## src/rtl/dafilt_pkg.sv

```systemverilog
package dafilt_pkg;
  localparam int DA_BYTES = 6;
  localparam int IDX_W    = $clog2(DA_BYTES);
  localparam int CRC_W    = 32;
  localparam int HASH_W   = 6;

  typedef enum logic [1:0] {
    FILT_EXACT      = 2'd0,
    FILT_HASH       = 2'd1,
    FILT_HASH_EXACT = 2'd2,
    FILT_INVERSE    = 2'd3
  } filtMode_e;

  // strobes from control to datapath
  typedef struct packed {
    logic             clear;  // new frame: drop running state
    logic             take;   // consume byteData this cycle
    logic [IDX_W-1:0] idx;    // position of the byte being taken
    logic             last;   // this is the final address byte
  } ctrlStb_t;
endpackage

```

## src/rtl/dafilt_ctrl.sv

```systemverilog
module dafilt_ctrl
  import dafilt_pkg::*;
#(
  parameter int NUM_BYTES = DA_BYTES
) (
  input  logic     clk,
  input  logic     rstN,
  input  logic     sofStb,
  input  logic     byteVld,
  output ctrlStb_t stb
);
  localparam int CW = $clog2(NUM_BYTES + 1);

  logic [CW-1:0] byteCnt;
  logic [CW-1:0] baseCnt;

  // a byte arriving with sofStb counts as the first byte of the new frame
  assign baseCnt   = sofStb ? '0 : byteCnt;
  assign stb.clear = sofStb;
  assign stb.take  = byteVld && (baseCnt < CW'(NUM_BYTES));
  assign stb.idx   = IDX_W'(baseCnt);
  assign stb.last  = stb.take && (baseCnt == CW'(NUM_BYTES - 1));

  always_ff @(posedge clk or negedge rstN) begin
    if (!rstN)
      byteCnt <= '0;
    else if (stb.take)
      byteCnt <= baseCnt + CW'(1);
    else if (sofStb)
      byteCnt <= '0;
  end
endmodule

```

## src/rtl/dafilt_datapath.sv

```systemverilog
module dafilt_datapath
  import dafilt_pkg::*;
#(
  parameter int NUM_BYTES = DA_BYTES,
  parameter int CRC_BITS  = CRC_W,
  parameter int HASH_BITS = HASH_W
) (
  input  logic                   clk,
  input  logic                   rstN,
  input  ctrlStb_t               stb,
  input  logic [7:0]             byteData,
  input  logic [CRC_BITS-1:0]    crcIn,
  input  logic [8*NUM_BYTES-1:0] stationAddr,
  input  logic [31:0]            hashHi,
  input  logic [31:0]            hashLo,
  input  logic [1:0]             filtMode,
  input  logic                   passAllMcast,
  input  logic                   promisc,
  output logic                   accept,
  output logic                   verdictVld,
  output logic                   matchFlag,
  output logic                   mcastFlag
);
  localparam int SLOTS = 2 ** IDX_W;

  logic [7:0] staByte [SLOTS];
  logic [7:0] staSel;

  // station address split into wire-order bytes, spare slots tied low
  for (genvar g = 0; g < SLOTS; g++) begin : g_sta
    if (g < NUM_BYTES) begin : g_used
      assign staByte[g] = stationAddr[8*g +: 8];
    end else begin : g_pad
      assign staByte[g] = 8'h00;
    end
  end
  assign staSel = staByte[stb.idx];

  // running exact-match and group-address state
  logic matchPrev, matchNext, mcastPrev, mcastNext;
  assign matchPrev = stb.clear ? 1'b1 : matchFlag;
  assign mcastPrev = stb.clear ? 1'b0 : mcastFlag;
  assign matchNext = stb.take ? (matchPrev && (byteData == staSel)) : matchPrev;
  assign mcastNext = (stb.take && (stb.idx == '0)) ? byteData[0] : mcastPrev;

  // hash lookup from the top bits of the running CRC
  logic [HASH_BITS-1:0] hashIdx;
  logic [63:0]          hashTable;
  logic                 hashBit;
  logic                 unusedCrcLow;
  assign hashIdx      = crcIn[CRC_BITS-1 -: HASH_BITS];
  assign hashTable    = {hashHi, hashLo};
  assign hashBit      = hashTable[hashIdx];
  assign unusedCrcLow = ^crcIn[CRC_BITS-HASH_BITS-1:0];

  filtMode_e modeSel;
  logic      modeAccept, decision;
  assign modeSel = filtMode_e'(filtMode);

  always_comb begin
    unique case (modeSel)
      FILT_EXACT:      modeAccept = matchNext;
      FILT_HASH:       modeAccept = hashBit;
      FILT_HASH_EXACT: modeAccept = mcastNext ? hashBit : matchNext;
      FILT_INVERSE:    modeAccept = !matchNext;
      default:         modeAccept = 1'b0;
    endcase
  end

  assign decision = promisc || (passAllMcast && mcastNext) || modeAccept;

  always_ff @(posedge clk or negedge rstN) begin
    if (!rstN) begin
      matchFlag  <= 1'b1;
      mcastFlag  <= 1'b0;
      accept     <= 1'b0;
      verdictVld <= 1'b0;
    end else begin
      matchFlag  <= matchNext;
      mcastFlag  <= mcastNext;
      verdictVld <= stb.last;
      if (stb.last)
        accept <= decision;
    end
  end
endmodule

```

## src/rtl/ether_da_filter.sv

```systemverilog
module ether_da_filter
  import dafilt_pkg::*;
(
  input  logic        clk,
  input  logic        rstN,
  input  logic        sofStb,
  input  logic        byteVld,
  input  logic [7:0]  byteData,
  input  logic [31:0] crcIn,
  input  logic [47:0] stationAddr,
  input  logic [31:0] hashHi,
  input  logic [31:0] hashLo,
  input  logic [1:0]  filtMode,
  input  logic        passAllMcast,
  input  logic        promisc,
  output logic        accept,
  output logic        verdictVld
);
  ctrlStb_t stb;
  logic     matchFlag;
  logic     mcastFlag;

  dafilt_ctrl #(.NUM_BYTES(DA_BYTES)) u_ctrl (
    .clk     (clk),
    .rstN    (rstN),
    .sofStb  (sofStb),
    .byteVld (byteVld),
    .stb     (stb)
  );

  dafilt_datapath #(
    .NUM_BYTES (DA_BYTES),
    .CRC_BITS  (CRC_W),
    .HASH_BITS (HASH_W)
  ) u_dp (
    .clk          (clk),
    .rstN         (rstN),
    .stb          (stb),
    .byteData     (byteData),
    .crcIn        (crcIn),
    .stationAddr  (stationAddr),
    .hashHi       (hashHi),
    .hashLo       (hashLo),
    .filtMode     (filtMode),
    .passAllMcast (passAllMcast),
    .promisc      (promisc),
    .accept       (accept),
    .verdictVld   (verdictVld),
    .matchFlag    (matchFlag),
    .mcastFlag    (mcastFlag)
  );
endmodule

```

## config.mk

```make
export PLATFORM = sky130hd
export DESIGN_NAME = ether_da_filter
export DESIGN_NICKNAME = d
export VERILOG_FILES = /design/src/rtl/dafilt_pkg.sv /design/src/rtl/dafilt_ctrl.sv /design/src/rtl/dafilt_datapath.sv /design/src/rtl/ether_da_filter.sv
export SDC_FILE = /design/constraint.sdc
export NUM_CORES = 1
export LEC_CHECK = 0
export ABC_CLOCK_PERIOD_IN_PS = 2400
export CAP_MARGIN = 20
export CORE_ASPECT_RATIO = 1.1
export CORE_MARGIN = 3
export CORE_UTILIZATION = 30
export DETAILED_ROUTE_END_ITERATION = 16
export GPL_TIMING_DRIVEN = 0
export MAX_ROUTING_LAYER = met4
export PLACE_DENSITY = 0.91
export SLEW_MARGIN = 25
export SYNTH_ARGS = -nofsm -noshare
export SYNTH_HDL_FRONTEND = slang
export SYNTH_SLANG_ARGS = --single-unit
export TNS_END_PERCENT = 20
```

## constraint.sdc

```tcl
create_clock -name clk -period 2.4 [get_ports clk]
set_input_delay 0.48 -clock clk [delete_from_list [all_inputs] [get_ports clk]]
set_output_delay 0.48 -clock clk [all_outputs]
set_load 0.01 [all_outputs]
```

## Yosys cells after proc, flatten, opt, wreduce, memory -nomap -nowiden

Cells that the tools add are included.

- Register bits after elaboration: 7
- Input port bits: 160
- Output and inout port bits: 2
- Logic and storage cells: 38

- Add/subtract/negate cells: 1
- $lt $le $gt $ge: 3
- Equality and inequality tests: 5
- Muxes and demuxes: 13
- Bitwise gates (word level): 1
- Reductions and logical operators: 10

Operators by type and width:

| kind | count |
|---|---|
| binary-select mux 8 bit (select 3 bit) | 1 |
| two-way mux 8 bit | 2 |
| == test 8 bit | 1 |
| less-than comparator 6 x 7 -> 1 bit (second input constant) | 1 |
| binary-select mux 1 bit (select 6 bit) | 1 |
| two-way mux 1 bit | 6 |
| two-way mux 3 bit | 2 |
| logical AND 1 bit | 5 |
| == test 2 bit (second input constant) | 2 |
| >= comparator 4 bit (second input constant) | 1 |
| NOT 3 -> 4 bit | 1 |
| case mux 1 bit (4 select lines) | 1 |
| adder 3 x 1 -> 3 bit (second input constant) | 1 |
| == test 3 bit (second input constant) | 1 |
| zero test 3 bit | 1 |
| less-than comparator 3 bit (second input constant) | 1 |
| == test 2 x 1 -> 1 bit (second input constant) | 1 |
| zero test 2 bit | 1 |
| logical OR 1 bit | 2 |
| zero test 1 bit | 1 |

## Logic depth before layout (Yosys ltp)

Gate-level depths: netlist (run 1).

- Depth after elaboration: 11
- Gate-level depth with buffers: 12
- Depth with buffers taken out: 11

## Modules after synthesis

Synthesis (run 1) repeated with hierarchy kept, for this count alone.

- Cells, all modules: 122
- Area, all modules: 1435.1 sq um

By module, submodules not included:

| module | times used | cells an instance | area each (sq um) | sequential area each (sq um) |
|---|---|---|---|---|
| dafilt_datapath | 1 | 104 | 1265.0 | 101.3 |
| dafilt_ctrl | 1 | 18 | 170.2 | 75.1 |

## Worst setup path after synthesis (run 1)

Ideal clock, no wire load.

- Path type: input to register
- Start point: in crcIn[26]
- End point: reg u_dp.accept
- Setup time: 128 ps
- Data arrival time: 2282 ps
- Required time: 2272 ps
- Path slack: -9 ps
- Cell stages on the path: 9
- Buffers on the path: 1
- Cells stage by stage: buf_6 mux4_1 mux2_2 or4_1 nand4_1 a41oi_1 nor4b_2 a211o_1 a21oi_1

- Cells in the longest elaborated chain, start to end: 5

Ends and longest elaborated chain:

| what | RTL line | source |
|---|---|---|
| start: declaration | ether_da_filter.sv:9 | `input logic [31:0] crcIn,` |
| binary-select mux 1 bit (select 6 bit) (*) | dafilt_datapath.sv:53 | `assign hashBit = hashTable[hashIdx];` |
| two-way mux 1 bit (not written as such) (*) | dafilt_datapath.sv:53 |  |
| two-way mux 1 bit | dafilt_datapath.sv:64 | `FILT_HASH_EXACT: modeAccept = mcastNext ? hashBit : matchNext;` |
| case mux 1 bit (4 select lines) (*) | dafilt_datapath.sv:61 | `unique case (modeSel)` |
| logical OR 1 bit (*) | dafilt_datapath.sv:70 | `assign decision = promisc \|\| (passAllMcast && mcastNext) \|\| modeAccept;` |
| end signal: assignment | dafilt_datapath.sv:83 | `accept <= decision;` |
| end: declaration | dafilt_datapath.sv:19 | `output logic accept,` |

Every way passes the cells marked *; elsewhere a longest branch is shown, timed or not. The select of a mux whose other input is x is not followed.
A chain may end at the register's enable or synchronous reset.

## Worst setup path after layout (run 1)

- Start point: in stationAddr[25]
- End point: reg u_dp.accept

- Cells in the longest elaborated chain, start to end: 9
- Elaborated cells on any way between the ends: 10
- Classes of those cells: 1 x eq/ne; 6 x mux; 3 x reduce/logical

Ends and longest elaborated chain:

| what | RTL line | source |
|---|---|---|
| start: declaration | ether_da_filter.sv:10 | `input logic [47:0] stationAddr,` |
| binary-select mux 8 bit (select 3 bit) (*) | dafilt_datapath.sv:37 | `assign staSel = staByte[stb.idx];` |
| two-way mux 8 bit (not written as such) (*) (2 in a row) | dafilt_datapath.sv:37 |  |
| == test 8 bit (*) | dafilt_datapath.sv:43 | `assign matchNext = stb.take ? (matchPrev && (byteData == staSel)) : matchPrev;` |
| logical AND 1 bit (*) | dafilt_datapath.sv:43 |  |
| two-way mux 1 bit (*) | dafilt_datapath.sv:43 |  |
| two-way mux 1 bit or zero test 1 bit (tied branches) | dafilt_datapath.sv:64, dafilt_datapath.sv:65 |  |
| case mux 1 bit (4 select lines) (*) | dafilt_datapath.sv:61 |  |
| logical OR 1 bit (*) | dafilt_datapath.sv:70 |  |

Marked as above.

==> results of run 1 <==
[power groups by stage]
stage	clock [W]	combinational [W]	sequential, W
2_1_floorplan	0	0.000261	0.000138
3_3_place_gp	0	0.000533	0.000139
3_5_place_dp	0	0.000545	0.000139
4_1_cts	0.000168	0.000562	0.000139
5_1_grt	0.000181	0.000671	0.000142
6_report	0.000165	0.000626	0.000141
[stage by stage]
step	worst slack, ns	area (um2)	cells	power, W	util
2_1_floorplan	0.0114	1620	171	0.000400	-
3_3_place_gp	-0.580	3050	376	0.000672	0.593
3_5_place_dp	-0.644	3050	376	0.000683	0.593
4_1_cts	0.00126	3150	381	0.000869	0.614
5_1_grt	-0.0576	3310	389	0.000994	0.645
6_report	0.0267	3310	389	0.000932	0.645
[timing repair]
item                       in CTS  in global routing
gates cloned                    0                  0
setup endpoints to repair       2                  2
gates resized for setup        32                 33
setup buffers                   1                  8
pin swaps                       7                 12
[worst register-to-register path, cell delays in order, from the launching register on]
cell and delay [ns]:
sky130_fd_sc_hd__dfrtp_2 0.44, sky130_fd_sc_hd__nor2b_2 0.17, sky130_fd_sc_hd__buf_4 0.14, sky130_fd_sc_hd__buf_4 0.16, sky130_fd_sc_hd__a22oi_2 0.15, sky130_fd_sc_hd__mux2i_1 0.26
sky130_fd_sc_hd__o2111ai_2 0.17, sky130_fd_sc_hd__a2111oi_4 0.29, sky130_fd_sc_hd__a41o_1 0.28, sky130_fd_sc_hd__a211o_1 0.14, sky130_fd_sc_hd__a21oi_1 0.04
[final cells by class]
| cell class | count | area [um2] |
|---|---|---|
| fillers | 398 | 1820 |
| multi-input cells | 145 | 1470 |
| repair buffers | 142 | 1390 |
| flip-flops and latches | 7 | 178 |
| plain buffers | 14 | 119 |
| well taps | 72 | 90.1 |
| clock buffers | 4 | 45.0 |
| inverters | 5 | 21.3 |
[layer usage]
metal / GRT usage / wire (um) / part of all wire
met3: 0.0640 / 511 / 0.075
met5: - / 0 / 0
met2: 0.401 / 3790 / 0.56
met4: 0.0395 / 102 / 0.015
met1: 0.202 / 2380 / 0.35
[cells in the final DEF (no fill, tap or decap), types with 2 or more instances in the layout]
| cell type | Yosys | routed |
|---|---|---|
| sky130_fd_sc_hd__nor3_1 | 6 | 6 |
| sky130_fd_sc_hd__nand2_1 | 8 | 8 |
| sky130_fd_sc_hd__mux2_2 | 6 | 5 |
| sky130_fd_sc_hd__o21ai_0 | 8 | 6 |
| sky130_fd_sc_hd__clkbuf_8 | 0 | 4 |
| sky130_fd_sc_hd__a21oi_1 | 5 | 5 |
| sky130_fd_sc_hd__mux2i_1 | 19 | 18 |
| sky130_fd_sc_hd__buf_6 | 2 | 3 |
| sky130_fd_sc_hd__a22oi_2 | 0 | 2 |
| sky130_fd_sc_hd__inv_1 | 4 | 4 |
| sky130_fd_sc_hd__nor2_1 | 7 | 7 |
| sky130_fd_sc_hd__buf_4 | 2 | 13 |
| sky130_fd_sc_hd__o32a_1 | 2 | 2 |
| sky130_fd_sc_hd__clkdlybuf4s50_1 | 0 | 122 |
| sky130_fd_sc_hd__xor2_1 | 4 | 3 |
| sky130_fd_sc_hd__nor4b_2 | 1 | 2 |
| sky130_fd_sc_hd__ha_1 | 3 | 3 |
| sky130_fd_sc_hd__a211o_1 | 2 | 2 |
| sky130_fd_sc_hd__nand4b_1 | 2 | 2 |
| sky130_fd_sc_hd__nor2b_1 | 6 | 5 |
| sky130_fd_sc_hd__nand4_1 | 2 | 2 |
| sky130_fd_sc_hd__clkbuf_2 | 0 | 4 |
| sky130_fd_sc_hd__a32oi_1 | 2 | 2 |
| sky130_fd_sc_hd__a221oi_2 | 0 | 2 |
| sky130_fd_sc_hd__or2_2 | 2 | 2 |
| sky130_fd_sc_hd__clkdlybuf4s15_1 | 0 | 8 |
| sky130_fd_sc_hd__nand3_1 | 4 | 4 |
| sky130_fd_sc_hd__nand3b_1 | 4 | 4 |
| sky130_fd_sc_hd__dfrtp_1 | 6 | 5 |
| sky130_fd_sc_hd__mux4_1 | 7 | 5 |
| sky130_fd_sc_hd__clkbuf_1 | 3 | 2 |
| sky130_fd_sc_hd__mux4_2 | 8 | 10 |
[flip-flops by register name, indices dropped and copies added, names as in the netlist]
register         flops
u_ctrl.byteCnt       3
u_dp.accept          1
u_dp.matchFlag       1
u_dp.mcastFlag       1
u_dp.verdictVld      1
[worst min path at each step]
stage | startpoint | endpoint | slack (ns) | cells past startpoint
4_1_cts | rstN | u_dp.verdictVld$_DFF_PN0_ | 0.51 | 1
3_5_place_dp | u_dp.matchFlag$_DFF_PN1_ | u_dp.matchFlag$_DFF_PN1_ | 0.53 | 1
6_report | rstN | u_dp.verdictVld$_DFF_PN0_ | 0.51 | 1
3_3_place_gp | u_dp.matchFlag$_DFF_PN1_ | u_dp.matchFlag$_DFF_PN1_ | 0.51 | 1
2_1_floorplan | rstN | u_ctrl.byteCnt[0]$_DFF_PN0_ | 0.18 | 0
5_1_grt | rstN | u_ctrl.byteCnt[2]$_DFF_PN0_ | 0.53 | 1
[logic make-up (layout without fill, tap and decap cells)]
group	count (synthesis)	in the layout	share of synthesized area
buffers and inverters	19	165	0.0622
multiplexers	40	40	0.382
flip-flops	7	7	0.108
adder cells (fa/ha/maj)	3	3	0.0231
AND/OR/NAND/NOR	55	55	0.207
AO/OA/AOI/OAI	41	41	0.185
XOR/XNOR	6	6	0.0323
==> run metrics, run 1 <==
number of diodes added for antenna fixing=0; total negative slack for setup checks=0 ns; worst setup path class=input pin to flop; area grow syn2layout=103%; Worst Skew=0.00266 ns; worst flop-to-flop path startpoint=u_ctrl.byteCnt[1]$_DFF_PN0_; maximum clock frequency=0.421 GHz; Arrival @ worst endpoint=2.48 ns; area enclosed by the die boundary=6350 um2; cell count after synthesis=171; leakage component of the power=1.28 nW; Initial Util=0.317; post-synthesis average cell area=9.52 um2; FF-to-FF End=u_dp.accept$_DFFE_PN0P_; CTS clock-pin slew for the worst setup and hold paths=0.04 ns; area of the mapped netlist=1630 um2; Worst Setup End Kind=flop; internal power component=0.000638 W; antenna violations before repair=0; share of post-route cells with drive strength above 1=0.215; via count=2,100; ordered list of cells on the worst path=clkdlybuf4s50_1, mux2i_1, or2_2, o32a_1, a21o_1, a2111oi_4, a41o_1, a211o_1, a21oi_1; share of total power in the clock network=0.177; proportion of synthesized chip area in sequential cells=0.108; slowest CP cell=sky130_fd_sc_hd__clkdlybuf4s50_1; number of cells on the worst reg-to-reg path=10; NetSw=0.000294 W; synth top area cells=sky130_fd_sc_hd__mux2i_1, sky130_fd_sc_hd__mux4_1, sky130_fd_sc_hd__mux4_2, sky130_fd_sc_hd__dfrtp_1, sky130_fd_sc_hd__mux2_2; number of logic stages on the critical path including buffering=9; maximum number of buffers from clock root to sink=2; number of rows in the core area=27; maximum resistive drop on vdd=0.134 mV; DRT Pass-1 Iters=4; switching power share of the total=0.315; tightest slew margin relative to the limit=0.703; worst hold-check path type=input pin to asynchronous set/reset pin; share of flip-flops with an asynchronous set or reset after synthesis=1.00; vias per inst=5.40; Ports=162; final max-slew violation count=0; Core Area=5130 um2; total number of H-tree levels=1; drt initial violations=74; clk_lat worst skew=0.23 ns; Die Ht=83.3 um; leading area contributor after synthesis=sky130_fd_sc_hd__mux2i_1; post-route antenna net violation count=0; buffers added on ports=133; transition time of the tightest slew-check pin=0.445 ns; worst-case hold slack=0.512 ns; status=finished clean; part of the power in registers=0.151; delay of the slowest cell on the worst path=0.47 ns; Worst setup startpoint=stationAddr[25]; Post-synth EDFFs=0; Total Routing Usage GR=0.208; Main synth FF type=sky130_fd_sc_hd__dfrtp_1; Hold Fails Final Rpt=0; x dimension of the die=76.2 um; total CTS buffers=3; number of nets in the finished design=481; setup slack of the most critical reg-to-reg path=0.03 ns; count of cell types in the netlist=59; Period minus WS final=2.37 ns; CTS tree=done; via count of the first global-routing pass=2,262; Yosys warning total=0; Pwr Density=281 nW/um2; DP Wirelength=5510 um; biggest fanout along the worst timing path=3; overflow left after global routing=0; GP Congestion=0.917; CP startpoint kind=input pin; master cell of the clock root buffer=sky130_fd_sc_hd__clkbuf_8; most frequent cell after synthesis=sky130_fd_sc_hd__mux2i_1; CTS sink cnt=7; Worst setup endpoint=u_dp.accept$_DFFE_PN0P_; post-synth net total=334; largest net degree at the start of global routing=11; required arrival time at the worst endpoint=2.50 ns; detailed-route DRC error count=0; area share of the leading cell type in the synthesized netlist=0.117; overall routed net length=6780 um; Final setup violation count=0; kind of cell with the highest combined delay on the critical path=compound AO/OA/AOI/OAI gates; most frequent cells after synthesis=sky130_fd_sc_hd__mux2i_1, sky130_fd_sc_hd__mux4_2, sky130_fd_sc_hd__nand2_1, sky130_fd_sc_hd__o21ai_0; first-pass GRT wire length=10,500 um; logic gate share of total power=0.672; max-cap check violation count=0; number of storage elements in the synthesis netlist=7; combined buffer and inverter count along the critical path=1; number of buffers inserted for hold repair after clock tree synthesis=0; routed length per instance=17.4 um; post-route clock period utilization=0.989
No activity file was read; power rests on OpenSTA's default activity.
==> run 2: changes to the inputs <==
--- a/config.mk
+++ b/config.mk
@@ -14,6 +14,8 @@
 export GPL_TIMING_DRIVEN = 0
 export MAX_ROUTING_LAYER = met4
 export PLACE_DENSITY = 0.91
+export SETUP_SLACK_MARGIN = 0.2
+export SKIP_LAST_GASP = 1
 export SLEW_MARGIN = 25
 export SYNTH_ARGS = -nofsm -noshare
 export SYNTH_HDL_FRONTEND = slang
==> run metrics, run 2 (synthesis gave the netlist of run 1 again) <==
number of nets in the finished design=486 (+1.0%); Fill cells=407 (+2.3%); master cell of the clock root buffer=sky130_fd_sc_hd__clkbuf_8; total CTS buffers=3 (unchanged); number of rows in the core area=27 (unchanged); flip-flop count of the largest register after layout=3 (unchanged); first-pass GRT wire length=11,300 um (+7.7%); ordered list of cells on the worst path=clkdlybuf4s50_1, nor4b_2, nor3_1, mux2i_1, o2111ai_2, a2111oi_4, a41o_1, a211o_1, a21oi_2; share of total power in the clock network=0.178 (about the same); Ports=162 (unchanged); DRT Pass-1 Iters=4 (unchanged); Worst Setup End Kind=flop; clk_lat worst skew=0.23 ns (about the same); total number of H-tree levels=1 (unchanged); overall routed net length=7060 um (+4.1%); x dimension of the die=76.2 um (unchanged); transition time of the tightest slew-check pin=0.481 ns (+0.0358 ns); post-route clock period utilization=0.973 (-0.0159); setup slack of the most critical reg-to-reg path=0.08 ns (+0.05 ns); Worst Skew=0.00242 ns (-0.000240 ns); slowest CP cell=sky130_fd_sc_hd__clkdlybuf4s50_1; FF-to-FF End=u_dp.accept$_DFFE_PN0P_; commonest non-fill, non-tap cells in the layout=sky130_fd_sc_hd__clkdlybuf4s50_1, sky130_fd_sc_hd__mux2i_1, sky130_fd_sc_hd__buf_4; Pwr Density=283 nW/um2 (+0.62%); worst setup path class=input pin to flop; via count=2,174 (+3.5%); Hold Fails Final Rpt=0 (unchanged); leakage component of the power=1.29 nW (+1.3%); overflow left after global routing=0 (unchanged); switching power share of the total=0.316 (+0.00156); part of the power in registers=0.147 (-0.004); worst-case hold slack=0.525 ns (+0.0122 ns); NetSw=0.000295 W (+0.39%); Initial Util=0.317 (unchanged); DP Wirelength=5610 um (+1.7%); CP startpoint kind=input pin; Core Area=5130 um2 (unchanged); biggest fanout along the worst timing path=3 (unchanged); maximum number of buffers from clock root to sink=2 (unchanged); largest net degree at the start of global routing=11 (unchanged); RSZ-0062 raised after global routing=true; drt initial violations=124 (+68%); status=finished clean; Final Worst Setup Slack=0.0650 ns (+0.0383 ns); share of post-route cells with drive strength above 1=0.233 (+0.0184); delay of the slowest cell on the worst path=0.45 ns (-0.02 ns); tightest slew margin relative to the limit=0.679 (-0.0239); required arrival time at the worst endpoint=2.50 ns (about the same); Period minus WS final=2.33 ns (-0.0383 ns); number of diodes added for antenna fixing=0 (unchanged); CTS sink cnt=7 (unchanged); Arrival @ worst endpoint=2.44 ns (-0.04 ns); Worst setup startpoint=stationAddr[10]; area grow syn2layout=102%; buffers added on ports=133 (unchanged); leading cell type in the layout, fill and taps excluded=sky130_fd_sc_hd__clkdlybuf4s50_1; internal power component=0.000636 W (-0.33%); area enclosed by the die boundary=6350 um2 (unchanged); number of cells on the worst reg-to-reg path=10 (unchanged); post-route cell area=3290 um2 (-0.72%); maximum resistive drop on vdd=0.149 mV (+11%); Total Routing Usage GR=0.223 (+0.0159); cell count after placement=376 (unchanged); CTS clock-pin slew for the worst setup and hold paths=0.04 ns (about the same); Final setup violation count=0 (unchanged); GP Congestion=0.870 (-5.1%); top register by number of flip-flops=u_ctrl.byteCnt; worst hold-check path type=input pin to asynchronous set/reset pin; max-cap check violation count=0 (unchanged); worst flop-to-flop path startpoint=u_ctrl.byteCnt[0]$_DFF_PN0_; combined buffer and inverter count along the critical path=1 (unchanged); count of non-filler cells in the finished layout=394 (+1.3%); kind of cell with the highest combined delay on the critical path=compound AO/OA/AOI/OAI gates; logic gate share of total power=0.675 (+0.003); vias per inst=5.52 (+2.2%); antenna violations before repair=0 (unchanged); CTS tree=done; Die Ht=83.3 um (unchanged); Post-Place Worst Slack=-0.707 ns (-0.0632 ns); detailed-route DRC error count=0 (unchanged); maximum clock frequency=0.428 GHz (+1.6%); area of placed instances=3060 um2 (+0.41%); post-route antenna net violation count=0 (unchanged); final max-slew violation count=0 (unchanged); via count of the first global-routing pass=2,368 (+4.7%); routed length per instance=17.9 um (+2.8%)
## run 2: cell count changes in the layout (fill, tap and decap cells not counted), moves of 3 or more
cell / before / now
sky130_fd_sc_hd__buf_2: 1 / 11
sky130_fd_sc_hd__buf_4: 13 / 17
sky130_fd_sc_hd__clkbuf_2: 4 / 1
sky130_fd_sc_hd__clkdlybuf4s15_1: 8 / 0
sky130_fd_sc_hd__clkdlybuf4s50_1: 122 / 118
sky130_fd_sc_hd__dlygate4sd2_1: 1 / 5
## run 2: worst register-to-register path: stages (launching register included)
cell and delay [ns]:
sky130_fd_sc_hd__dfrtp_1 0.39, sky130_fd_sc_hd__buf_6 0.14, sky130_fd_sc_hd__buf_4 0.14, sky130_fd_sc_hd__mux2i_1 0.12
sky130_fd_sc_hd__or3_1 0.31, sky130_fd_sc_hd__nand3_1 0.10, sky130_fd_sc_hd__xor2_1 0.29, sky130_fd_sc_hd__a2111oi_4 0.09
sky130_fd_sc_hd__a41o_1 0.27, sky130_fd_sc_hd__a211o_1 0.28, sky130_fd_sc_hd__a21oi_2 0.10
## run 2: what timing repair did
action	in CTS	in global routing
setup endpoints to repair	2	2
resized for setup	63	10
buffers inserted	12	2
hold buffers	0	0
pin swaps	15	5
## run 2: cell type report
cell class	count	area (um2)	area share
well taps	72	90.1	0.0274
repair buffers	147	1390	0.422
inverters	5	21.3	0.00647
flip-flops and latches	7	176	0.0537
clock buffers	4	45.0	0.0137
multi-input cells	145	1450	0.439
plain buffers	14	124	0.0377
## run 2: how the worst max path moves through the flow
stage / slack, ns / cells after the start / to
floorplan: 0.02 / 9 / u_dp.accept$_DFFE_PN0P_
global placement: -0.63 / 10 / u_dp.accept$_DFFE_PN0P_
detailed placement: -0.71 / 10 / u_dp.accept$_DFFE_PN0P_
CTS: 0.12 / 9 / u_dp.accept$_DFFE_PN0P_
global route: -0.04 / 9 / u_dp.accept$_DFFE_PN0P_
finish: 0.07 / 9 / u_dp.accept$_DFFE_PN0P_
## run 2: metrics by stage
step           power, W  TNS, ns   util
6_report       0.000931        0  0.640
3_3_place_gp   0.000673    -1.15  0.596
2_1_floorplan  0.000402        0      -
4_1_cts        0.000912        0  0.629
5_1_grt        0.000988  -0.0394  0.640
3_5_place_dp   0.000688    -1.32  0.596
## run 2: power groups by stage
stage	combinational [W]	sequential (W)	clock, W
detailed placement	0.000549	0.000139	0
floorplan	0.000264	0.000138	0
CTS	0.000605	0.000136	0.000171
global placement	0.000535	0.000138	0
finish	0.000629	0.000137	0.000166
global route	0.000673	0.000138	0.000178
## run 2: per-layer routing
layer / vias to the layer above / GRT usage / part of all wire
met4: 0 / 0.0610 / 0.027
met3: 20 / 0.0672 / 0.093
met5: - / - / 0
met1: 1013 / 0.230 / 0.36
li1: 1003 / - / -
met2: 138 / 0.410 / 0.52
